<file path="src/rtl/rstbit_pwm_pkg.sv">
package rstbit_pwm_pkg;

  // Register select values on the one-bit address
  typedef enum logic {
    SEL_CTRL = 1'b0,
    SEL_DUTY = 1'b1
  } reg_sel_e;

  // Bit position of the enable flag inside the control byte
  localparam int unsigned EN_POS = 7;

  // Counter bit that triggers the wrap for a given rate value
  function automatic int unsigned wrap_bit_idx(int unsigned cnt_w, int unsigned rate);
    return cnt_w - 1 - rate;
  endfunction

  // Number of ticks in one period for a given rate value
  function automatic int unsigned period_ticks(int unsigned cnt_w, int unsigned rate);
    return 1 << wrap_bit_idx(cnt_w, rate);
  endfunction

endpackage

</file>
<file path="src/rtl/rstbit_pwm_counter.sv">
module rstbit_pwm_counter
  import rstbit_pwm_pkg::*;
#(
  parameter int unsigned CNT_W = 8,
  parameter int unsigned SEL_W = 2
) (
  input  logic             clk,
  input  logic             rst,
  input  logic             tick_en,
  input  logic [SEL_W-1:0] rate,
  output logic [CNT_W-1:0] cnt_q,
  output logic             wrap_evt,
  output logic [CNT_W-2:0] active_cnt
);
  localparam int unsigned NSEL = 1 << SEL_W;
  localparam int unsigned AW   = CNT_W - 1;

  logic [CNT_W-1:0] cnt_inc;
  logic [NSEL-1:0]  hit_vec;
  logic [AW-1:0]    mask_tab [NSEL];

  assign cnt_inc = cnt_q + CNT_W'(1);

  // One wrap candidate and one active-bit mask per rate value
  for (genvar s = 0; s < NSEL; s++) begin : g_rate
    assign hit_vec[s]  = cnt_inc[wrap_bit_idx(CNT_W, s)];
    assign mask_tab[s] = {AW{1'b1}} >> s;
  end

  assign wrap_evt   = hit_vec[rate];
  assign active_cnt = cnt_q[AW-1:0] & mask_tab[rate];

  always_ff @(posedge clk) begin
    if (rst) begin
      cnt_q <= '0;
    end else if (tick_en) begin
      cnt_q <= wrap_evt ? '0 : cnt_inc;
    end
  end
endmodule

</file>
<file path="src/rtl/rstbit_pwm_regs.sv">
module rstbit_pwm_regs
  import rstbit_pwm_pkg::*;
#(
  parameter int unsigned SEL_W  = 2,
  parameter int unsigned DUTY_W = 7
) (
  input  logic              clk,
  input  logic              rst,
  input  logic              bus_addr,
  input  logic              bus_wr,
  input  logic [7:0]        bus_wdata,
  output logic [7:0]        bus_rdata,
  output logic              en_q,
  output logic [SEL_W-1:0]  rate_q,
  output logic [DUTY_W-1:0] duty_q,
  output logic              ctrl_wr,
  output logic              duty_wr
);
  reg_sel_e sel;

  assign sel     = reg_sel_e'(bus_addr);
  assign ctrl_wr = bus_wr && (sel == SEL_CTRL);
  assign duty_wr = bus_wr && (sel == SEL_DUTY);

  always_ff @(posedge clk) begin
    if (rst) begin
      en_q   <= 1'b0;
      rate_q <= '0;
      duty_q <= '0;
    end else begin
      if (ctrl_wr) begin
        en_q   <= bus_wdata[EN_POS];
        rate_q <= bus_wdata[SEL_W-1:0];
      end
      if (duty_wr) begin
        duty_q <= bus_wdata[DUTY_W-1:0];
      end
    end
  end

  always_comb begin
    bus_rdata = '0;
    if (sel == SEL_CTRL) begin
      bus_rdata[EN_POS]      = en_q;
      bus_rdata[SEL_W-1:0]   = rate_q;
    end else begin
      bus_rdata[DUTY_W-1:0]  = duty_q;
    end
  end
endmodule

</file>
<file path="src/rtl/rstbit_pwm_cmp.sv">
module rstbit_pwm_cmp #(
  parameter int unsigned AW = 7
) (
  input  logic          en,
  input  logic [AW-1:0] active_cnt,
  input  logic [AW-1:0] duty,
  output logic          cmp_hit,
  output logic          pwm_out,
  output logic          pin_own
);
  assign cmp_hit = active_cnt < duty;
  assign pwm_out = en & cmp_hit;
  assign pin_own = en;
endmodule

</file>
<file path="src/rtl/rstbit_pwm.sv">
module rstbit_pwm #(
  parameter int unsigned CNT_W = 8,
  parameter int unsigned SEL_W = 2
) (
  input  logic       clk,
  input  logic       rst,
  input  logic       tick_en,
  input  logic       bus_addr,
  input  logic       bus_wr,
  input  logic [7:0] bus_wdata,
  output logic [7:0] bus_rdata,
  output logic       pwm_out,
  output logic       pin_own
);
  localparam int unsigned DUTY_W = CNT_W - 1;

  logic              en_q;
  logic [SEL_W-1:0]  rate_q;
  logic [DUTY_W-1:0] duty_q;
  logic              ctrl_wr;
  logic              duty_wr;
  logic [CNT_W-1:0]  cnt_q;
  logic              wrap_evt;
  logic [DUTY_W-1:0] active_cnt;
  logic              cmp_hit;

  rstbit_pwm_regs #(.SEL_W(SEL_W), .DUTY_W(DUTY_W)) u_regs (
    .clk(clk), .rst(rst), .bus_addr(bus_addr), .bus_wr(bus_wr),
    .bus_wdata(bus_wdata), .bus_rdata(bus_rdata), .en_q(en_q),
    .rate_q(rate_q), .duty_q(duty_q), .ctrl_wr(ctrl_wr), .duty_wr(duty_wr)
  );

  rstbit_pwm_counter #(.CNT_W(CNT_W), .SEL_W(SEL_W)) u_cnt (
    .clk(clk), .rst(rst), .tick_en(tick_en), .rate(rate_q),
    .cnt_q(cnt_q), .wrap_evt(wrap_evt), .active_cnt(active_cnt)
  );

  rstbit_pwm_cmp #(.AW(DUTY_W)) u_cmp (
    .en(en_q), .active_cnt(active_cnt), .duty(duty_q),
    .cmp_hit(cmp_hit), .pwm_out(pwm_out), .pin_own(pin_own)
  );
endmodule

</file>
<file path="config.mk">
export PLATFORM = sky130hd
export DESIGN_NAME = rstbit_pwm
export DESIGN_NICKNAME = d
export VERILOG_FILES = /design/src/rtl/rstbit_pwm_pkg.sv /design/src/rtl/rstbit_pwm_counter.sv /design/src/rtl/rstbit_pwm_regs.sv /design/src/rtl/rstbit_pwm_cmp.sv /design/src/rtl/rstbit_pwm.sv
export SDC_FILE = /design/constraint.sdc
export NUM_CORES = 1
export LEC_CHECK = 0
export BUFFER_PORTS_ARGS = -buffer_cell sky130_fd_sc_hd__buf_2
export CELL_PAD_IN_SITES_DETAIL_PLACEMENT = 0
export CELL_PAD_IN_SITES_GLOBAL_PLACEMENT = 2
export CORE_UTILIZATION = 34
export DETAILED_ROUTE_END_ITERATION = 10
export GPL_TIMING_DRIVEN = 0
export PLACE_DENSITY_LB_ADDON = 0.1
export SYNTH_ARGS = -nofsm -noshare
export SYNTH_HDL_FRONTEND = slang
export SYNTH_HIERARCHICAL = 1
export SYNTH_SLANG_ARGS = --single-unit
</file>
<file path="constraint.sdc">
create_clock -name clk -period 1.8 [get_ports clk]
set_input_delay 0.09 -clock clk [delete_from_list [all_inputs] [get_ports clk]]
set_output_delay 0.09 -clock clk [all_outputs]
set_load 0.05 [all_outputs]
</file>
==> metrics, run 1 <==
Layout Utilization 0.471; worst min-delay path category in -> reg; power density over the cells 516 nW/µm²; fraction of layout cells with a size suffix above 1 0.452; via count 1,235; Static Leak 0.687 nW; delay of the slowest cell on the worst path 370 ps; mean instance size in the synthesized netlist 9.05 µm²; Worst-Skew Late Latency 250 ps; CTS clock-pin slew for the worst setup and hold paths 70 ps; All-Layer GR Usage 0.164; Placed Cells incl. Taps 223; initial core utilization 0.367; CP Cell Sequence nor2_4 > and2_1 > ha_4 > nand2_2 > nor2_4 > a211oi_4 > buf_6; switching power summed over all nets 0.264 mW; slowest cell on the critical path sky130_fd_sc_hd__dfxtp_4; Crit Reg-Reg Startpoint u_cnt/cnt_q[2]; RSZ-0062 raised after global routing true; Diodes inserted 0; number of levels in the clock H-tree 1; Seq pwr share 0.469; required time at the endpoint of the critical path 1710 ps; Net Count, Synth 173; delay-heaviest family, CP simple AND/OR/NAND/NOR gates; Worst EP arrival 1700 ps; count of synthesis-stage warnings from yosys 6; clock buffers created by TritonCTS 3; total die area 4330 µm²; # port buffers 22; number of DRC violations after detailed-routing iteration 0 44; relative area change from synthesis to final layout 28.3%; placer congestion estimate 0.718; Setup-failing EPs final 0; final-layout fill cell count 370; CTS sink count 18; clock tree from TritonCTS done; classification of the worst setup path reg -> out; maximum number of pins on one net before global-route repair 11; launching element type of the critical path register; number of optimization iterations in the first detailed-route pass 4; critical path capture point type primary output; Post-Synthesis Cells 153; post-synthesis instance area 1390 µm²; post-layout minimum cycle time 1790 ps; final layout net count 208; fraction of power consumed by the clock network 0.305; fraction of power spent switching nets 0.289; average routed wire per standard cell 13.4 µm; FF+latch area 379 µm²; Buffers & Inverters on Critical Path 1; DRC violations left 0; number of top-level pins 23; Final Skew 4.20 ps; highest clock frequency the design can meet 560 MHz; area of all placed cells without fillers 1780 µm²; total length of routed wires 3140 µm; maximum fanout along the worst path 4; number of global-route vias before repair 1,118; area of combinational cells with multiple inputs 1010 µm²; post-detailed-route via-to-cell ratio 5.28; gr ovfl total 0; number of antenna violations at the first check in global routing 0; library cell used as clock root buffer sky130_fd_sc_hd__clkbuf_8; remaining number of nets flagged by the antenna check after routing 0; worst hold start bus_wdata[2]; fin. max-slew vios 0; max-cap viol count 0; final non-filler cell total 234; HPWL after detailed placement 2310 µm; Pint 0.652 mW; result of the run completed; fraction of power consumed by combinational cells 0.226; Die Span Y 65.8 µm; Period Utilization, post-route 0.992; Relative slew margins 0.662; worst vdd rail ir drop 0.000359 V; number of placement rows 22; most frequent CP cell sky130_fd_sc_hd__nor2_4; Max Buffers Root-to-Sink 2; start point of the critical path u_regs/rate_q[1]; final-report hold violation count 0; global-route wire length before repair 5410 µm; worst slew pin tran 506 ps; core region area 3770 µm²; overall die width 65.8 µm; placed standard-cell area 1560 µm²
-- tightest hold or removal path, delay by kind of cell --
| kind | cells | cell delay [ps] |
|---|---|---|
| simple gates | 1 | 50 |
| buf+inv | 1 | 100 |
| compound gates | 1 | 40 |
-- metal layers --
layer	global-route usage	up-vias	wire length, µm	part of all wire
li1	-	619	-	-
met3	0.0362	2	99	0.032
met5	0	-	0	0
met4	0.0326	0	20	0.0064
met1	0.223	595	1500	0.48
met2	0.263	19	1530	0.49
-- cell type report --
class                   count  share of cell area
inverters                   8              0.0169
multi-input cells         119               0.570
plain buffers               8              0.0415
flip-flops and latches     18               0.213
clock buffers               3              0.0232
well taps                  48              0.0338
repair buffers             30               0.101
-- registers in the layout, indices dropped and copies added (netlist names) --
signal and count:
u_regs/duty_q 7, u_cnt/cnt_q 8, u_regs/en_q 1, u_regs/rate_q 2
-- per-stage QoR --
step	setup slack, ps	hold slack (ps)	setup TNS [ps]	total power, mW
2_1_floorplan	54.7	221	0	0.572
3_3_place_gp	-147	335	-1020	0.617
3_5_place_dp	-137	341	-912	0.621
4_1_cts	-67.2	67.4	-67.2	0.927
5_1_grt	-70.0	58.6	-70.0	0.980
6_report	14.6	72.3	0	0.916
-- repair_timing --
action,4_1_cts,5_1_grt
setup buffers,7,1
gates resized for setup,17,14
cloned,0,0
setup endpoints to repair,9,9
pin swaps,7,6
hold buffers,0,0
-- power groups by stage --
stage	registers, mW	clock network (mW)	logic [mW]
2_1_floorplan	0.434	0	0.139
5_1_grt	0.432	0.322	0.226
4_1_cts	0.429	0.302	0.197
3_3_place_gp	0.439	0	0.178
3_5_place_dp	0.439	0	0.182
6_report	0.430	0.279	0.207
-- final timing paths --
check / endpoint / cells after the start / slack (ps)
min reg2reg: u_cnt/cnt_q[7] / 2 / 490
max reg2reg: u_cnt/cnt_q[5] / 5 / 130
min: u_regs/duty_q[2] / 3 / 70
max: pwm_out / 7 / 10
-- cell usage in the layout, fill, tap and decap left out, types with 3 or more instances in the layout --
| master | n |
|---|---|
| sky130_fd_sc_hd__o221ai_2 | 3 |
| sky130_fd_sc_hd__and2_1 | 7 |
| sky130_fd_sc_hd__buf_4 | 8 |
| sky130_fd_sc_hd__ha_4 | 3 |
| sky130_fd_sc_hd__nand3b_1 | 4 |
| sky130_fd_sc_hd__nor4_1 | 4 |
| sky130_fd_sc_hd__a21oi_2 | 8 |
| sky130_fd_sc_hd__nand2_1 | 14 |
| sky130_fd_sc_hd__buf_2 | 22 |
| sky130_fd_sc_hd__mux2i_1 | 4 |
| sky130_fd_sc_hd__nor2b_1 | 3 |
| sky130_fd_sc_hd__dfxtp_2 | 6 |
| sky130_fd_sc_hd__clkbuf_8 | 3 |
| sky130_fd_sc_hd__ha_1 | 4 |
| sky130_fd_sc_hd__nand3_2 | 7 |
| sky130_fd_sc_hd__dfxtp_1 | 9 |
| sky130_fd_sc_hd__a21bo_1 | 5 |
| sky130_fd_sc_hd__a21oi_1 | 4 |
| sky130_fd_sc_hd__dfxtp_4 | 3 |
| sky130_fd_sc_hd__inv_1 | 8 |
| sky130_fd_sc_hd__nand4_1 | 7 |
| sky130_fd_sc_hd__nand2b_1 | 7 |
| sky130_fd_sc_hd__buf_6 | 5 |
(Power assumes the default switching activity.)
==> run 2: changes to the inputs <==
==> constraint.sdc (replaced) <==
create_clock -name clk -period 1.8 [get_ports clk]
set_input_delay 0.09 -clock clk [delete_from_list [all_inputs] [get_ports clk]]
set_output_delay 0.09 -clock clk [all_outputs]
set_load 0.01 [all_outputs]
==> run 2 against run 1 <==
Worst hold slack gained 2.2 ps. Flip-flop and latch count is the same. Combinational power shrank 16%. Final cell count is the same. Sequential share of layout area shrank 0.17 points. Setup slack gained 26 ps. Die area is the same. Wire length grew 4.9%. Highest routed layer unchanged.
==> metrics, run 2 (synthesis gave the netlist of run 1 again) <==
Seq pwr share 0.484; placer congestion estimate 0.730; hold path cells 3; overall die width 65.8 µm; library cell used as clock root buffer sky130_fd_sc_hd__clkbuf_8; worst slew pin tran 548 ps; largest register by flop count u_cnt/cnt_q; number of global-route vias before repair 1,188; highest clock frequency the design can meet 568 MHz; worst hold start bus_wdata[6]; final-layout fill cell count 361; # port buffers 22; initial core utilization 0.367; Max Buffers Root-to-Sink 2; worst min-delay path category in -> reg; Setup-failing EPs final 0; clock tree from TritonCTS done; CTS sink count 18; result of the run completed; top library cells by usage in the layout, fill and taps aside 23 x sky130_fd_sc_hd__buf_2, 14 x sky130_fd_sc_hd__nand2_1, 9 x sky130_fd_sc_hd__dfxtp_1; switching power summed over all nets 0.241 mW; HPWL after detailed placement 2330 µm; total length of routed wires 3300 µm; global-route wire length before repair 5430 µm; number of DRC violations after detailed-routing iteration 0 36; final-report hold violation count 0; start point of the critical path u_regs/rate_q[0]; average routed wire per standard cell 14.1 µm; fraction of power consumed by combinational cells 0.194; maximum fanout along the worst path 4; final layout net count 208; Final Skew 2.54 ps; number of levels in the clock H-tree 1; launching element type of the critical path register; maximum number of pins on one net before global-route repair 11; worst setup slack before clock tree synthesis -203 ps; CTS clock-pin slew for the worst setup and hold paths 70 ps; Static Leak 0.698 nW; worst-case register-to-register setup slack 130 ps; relative area change from synthesis to final layout 28.5%; core region area 3770 µm²; fraction of power spent switching nets 0.271; fraction of layout cells with a size suffix above 1 0.457; max-cap viol count 0; classification of the worst setup path reg -> out; end of the worst register-to-register path u_cnt/cnt_q[6]; number of flip-flops in the largest register 8; worst r2r path cells 7; Pint 0.648 mW; most frequent standard cell in the layout excluding fill and tap cells sky130_fd_sc_hd__buf_2; number of optimization iterations in the first detailed-route pass 4; number of top-level pins 23; via count 1,226; Period Utilization, post-route 0.977; Worst-Skew Late Latency 250 ps; endpoint of the worst hold path u_regs/duty_q[6]; total power 0.889 mW; largest registers ranked by flip-flop count u_cnt/cnt_q (8), u_regs/duty_q (7), u_regs/rate_q (2); Worst EP arrival 1670 ps; gr ovfl total 0; number of placement rows 22; required time at the endpoint of the critical path 1710 ps; Crit Reg-Reg Startpoint u_cnt/cnt_q[0]; hold_ws 74.5 ps; Die Span Y 65.8 µm; power density over the cells 499 nW/µm²; post-layout minimum cycle time 1760 ps; worst vdd rail ir drop 0.000222 V; fraction of power consumed by the clock network 0.322; All-Layer GR Usage 0.164; RSZ-0062 raised after global routing true; number of antenna violations at the first check in global routing 0; Diodes inserted 0; clock buffers created by TritonCTS 3; remaining number of nets flagged by the antenna check after routing 0; fin. max-slew vios 0; Relative slew margins 0.634; critical path capture point type primary output; DRC violations left 0; total die area 4330 µm²; smallest setup slack after layout 40.5 ps; post-detailed-route via-to-cell ratio 5.24
## run 2: critical path, stage by stage (launching register included)
cell and delay, ps:
sky130_fd_sc_hd__dfxtp_4 360, sky130_fd_sc_hd__and2_4 170, sky130_fd_sc_hd__nor2b_4 120, sky130_fd_sc_hd__ha_4 210, sky130_fd_sc_hd__a21oi_2 140, sky130_fd_sc_hd__o21ai_2 70, sky130_fd_sc_hd__a211oi_2 190, sky130_fd_sc_hd__buf_2 160
## run 2: area by class of cell
type,count,area [µm²],area share
Inverter,8,30.0,0.0169
Clock buffer,3,41.3,0.0232
Multi-Input combinational cell,119,1000,0.563
Sequential cell,18,377,0.212
Tap cell,48,60.1,0.0338
Timing Repair Buffer,30,195,0.110
Buffer,8,73.8,0.0415
## run 2: timing repair
item | in CTS | in global routing
buffers inserted | 6 | 2
endpoints found under the setup margin | 9 | 9
pin swaps | 1 | 7
hold buffers | 0 | 0
gates resized for setup | 12 | 15
## run 2: how the worst max path moves through the flow
stage                                end  slack, ps
after floorplan           u_cnt/cnt_q[7]        140
after global placement    u_cnt/cnt_q[6]       -150
after detailed placement  u_cnt/cnt_q[5]       -200
after CTS                        pwm_out         -8
after global routing             pwm_out       -100
final                            pwm_out         40
## run 2: power groups by stage
stage | sequential, mW | clock (mW) | combinational, mW
after floorplan | 0.434 | 0 | 0.109
after global placement | 0.439 | 0 | 0.150
after detailed placement | 0.440 | 0 | 0.153
after CTS | 0.430 | 0.300 | 0.167
after global routing | 0.432 | 0.321 | 0.190
final | 0.430 | 0.286 | 0.173
## run 2: per-layer routing
metal	GRT usage	routed length, µm
met5	0	0
met4	0.0408	13
met3	0.0276	122
met2	0.274	1620
met1	0.218	1540
## run 2: metrics by stage
step	area [µm²]	setup TNS, ps	instances	utilization
final	1780	0	234	0.472
after global routing	1780	-101	234	0.472
after CTS	1710	-8.39	232	0.453
after detailed placement	1560	-1380	223	0.412
after global placement	1560	-925	223	0.412
after floorplan	1390	0	153	-
==> run 3: changes to the inputs <==
==> constraint.sdc (replaced) <==
create_clock -name clk -period 1.8 [get_ports clk]
set_input_delay 0.09 -clock clk [delete_from_list [all_inputs] [get_ports clk]]
set_output_delay 0.09 -clock clk [all_outputs]
set_load 0.005 [all_outputs]
==> run 3 against run 2 <==
Total power decreased by 0.28%. Fmax increased by 1.1%. Flip-flop and latch count stayed put. Largest power group unchanged. First-iteration DRC count shrank 11%. Utilization is the same. Clock power is essentially flat. Wire length up 0.79%. Register-to-register slack is essentially flat. Cell area did not move. Combinational power shrank 2%. Sequential share of layout area is the same. Count of clock-buffer cells in the layout is the same.
==> metrics, run 3 (synthesis gave the netlist of run 1 again) <==
Relative slew margins 0.642; endpoint of the worst hold path u_regs/duty_q[6]; via count 1,218; post-detailed-route via-to-cell ratio 5.21; Setup-failing EPs final 0; All-Layer GR Usage 0.165; Static Leak 0.698 nW; post-layout minimum cycle time 1740 ps; Worst-Skew Late Latency 250 ps; fraction of layout cells with a size suffix above 1 0.457; Worst EP arrival 1650 ps; total die area 4330 µm²; global-route wire length before repair 5450 µm; largest register by flop count u_cnt/cnt_q; max-cap viol count 0; Final Skew 4.00 ps; number of flip-flops in the largest register 8; total length of routed wires 3320 µm; number of levels in the clock H-tree 1; library cell used as clock root buffer sky130_fd_sc_hd__clkbuf_8; busiest layer in global routing met2; placer congestion estimate 0.730; number of top-level pins 23; DRC violations left 0; overall die width 65.8 µm; CTS sink count 18; CP Cell Sequence and2_4 > nor2b_4 > ha_4 > a21oi_2 > o21ai_2 > a211oi_2 > buf_2; number of DRC violations after detailed-routing iteration 0 32; delay of the slowest cell on the worst path 360 ps; Diodes inserted 0; power density over the cells 498 nW/µm²; end of the worst register-to-register path u_cnt/cnt_q[6]; most frequent standard cell in the layout excluding fill and tap cells sky130_fd_sc_hd__buf_2; launching element type of the critical path register; largest registers ranked by flip-flop count u_cnt/cnt_q (8), u_regs/duty_q (7), u_regs/rate_q (2); worst-case register-to-register setup slack 130 ps; worst r2r path cells 7; maximum number of pins on one net before global-route repair 11; area of combinational cells with multiple inputs 1000 µm²; slowest cell on the critical path sky130_fd_sc_hd__dfxtp_4; met3 track utilization from global routing 0.0276; clock tree from TritonCTS done; Die Span Y 65.8 µm; number of placement rows 22; CTS clock-pin slew for the worst setup and hold paths 70 ps; number of global-route vias before repair 1,187; Max Buffers Root-to-Sink 2; worst hold start bus_wdata[6]; number of antenna violations at the first check in global routing 0; maximum fanout along the worst path 4; worst slew pin tran 538 ps; clock buffers created by TritonCTS 3; final non-filler cell total 234; remaining number of nets flagged by the antenna check after routing 0; relative area change from synthesis to final layout 28.5%; required time at the endpoint of the critical path 1710 ps; result of the run completed; average routed wire per standard cell 14.2 µm; core region area 3770 µm²; final-layout fill cell count 361; Placed Cells incl. Taps 223; final layout net count 208; highest clock frequency the design can meet 574 MHz; HPWL after detailed placement 2330 µm; met2 Resource Use GR 0.273; Crit Reg-Reg Startpoint u_cnt/cnt_q[0]; Period Utilization, post-route 0.967; worst min-delay path category in -> reg; number of optimization iterations in the first detailed-route pass 4; worst vdd rail ir drop 0.000221 V; hold path cells 3; gr ovfl total 0; final-report hold violation count 0; RSZ-0062 raised after global routing true; FF+latch area 377 µm²; # port buffers 22; fin. max-slew vios 0; met1 track demand over resource in global routing 0.220; initial core utilization 0.367; top library cells by usage in the layout, fill and taps aside 23 x sky130_fd_sc_hd__buf_2, 14 x sky130_fd_sc_hd__nand2_1, 9 x sky130_fd_sc_hd__dfxtp_1; classification of the worst setup path reg -> out; hold_ws 73.1 ps; critical path capture point type primary output
-- run 3: worst max-delay path: cells and delay by family, from the launching register on --
family / cells / cell delay [ps]
buffers and inverters: 1 / 140
adders and majority gates: 1 / 210
and+or+nand+nor: 2 / 290
AOI/OAI and AO/OA: 3 / 400
DFF: 1 / 360
-- run 3: worst max-delay path by stage --
stage                           from              to  slack, ps  cells after the start
floorplan             u_cnt/cnt_q[0]  u_cnt/cnt_q[7]        140                      6
global placement      u_cnt/cnt_q[0]  u_cnt/cnt_q[6]       -150                      6
detailed placement    u_cnt/cnt_q[0]  u_cnt/cnt_q[5]       -200                      6
CTS                 u_regs/rate_q[1]         pwm_out          3                      7
global route        u_regs/rate_q[0]         pwm_out        -80                      7
finish              u_regs/rate_q[0]         pwm_out         60                      7
-- run 3: repair_timing --
item | in CTS | in global routing
hold buffers | 0 | 0
endpoints found under the hold margin | 0 | 0
resized for setup | 11 | 16
buffers inserted | 6 | 2
setup endpoints to repair | 9 | 9
pin swaps | 1 | 7
-- run 3: per-stage QoR --
step / power, mW / TNS, ps / utilization / cell area, µm² / setup slack (ps)
after floorplan: 0.539 / 0 / - / 1390 / 139
after global placement: 0.586 / -925 / 0.412 / 1560 / -155
after detailed placement: 0.589 / -1380 / 0.412 / 1560 / -203
after CTS: 0.893 / 0 / 0.452 / 1710 / 2.91
after global routing: 0.940 / -83.4 / 0.472 / 1780 / -83.4
final: 0.886 / 0 / 0.472 / 1780 / 59.0
-- run 3: final cells by class --
| cell class | instances | area share |
|---|---|---|
| Buffer | 8 | 0.0415 |
| Clock buffer | 3 | 0.0232 |
| Inverter | 8 | 0.0169 |
| Multi-Input combinational cell | 119 | 0.563 |
| Sequential cell | 18 | 0.212 |
| Tap cell | 48 | 0.0338 |
| Timing Repair Buffer | 30 | 0.110 |
-- run 3: where the power goes --
| part | switching [mW] | internal (mW) | leakage, nW |
|---|---|---|---|
| combinational | 0.0827 | 0.0864 | 0.525 |
| clock | 0.138 | 0.149 | 0.0216 |
| sequential | 0.0180 | 0.412 | 0.151 |
-- run 3: routing by layer --
layer | share of wire | routed length [µm] | vias to the layer above
li1 | - | - | 618
met1 | 0.49 | 1610 | 586
met2 | 0.49 | 1620 | 12
met3 | 0.023 | 77 | 2
met4 | 0.0039 | 13 | 0
met5 | 0 | 0 | -
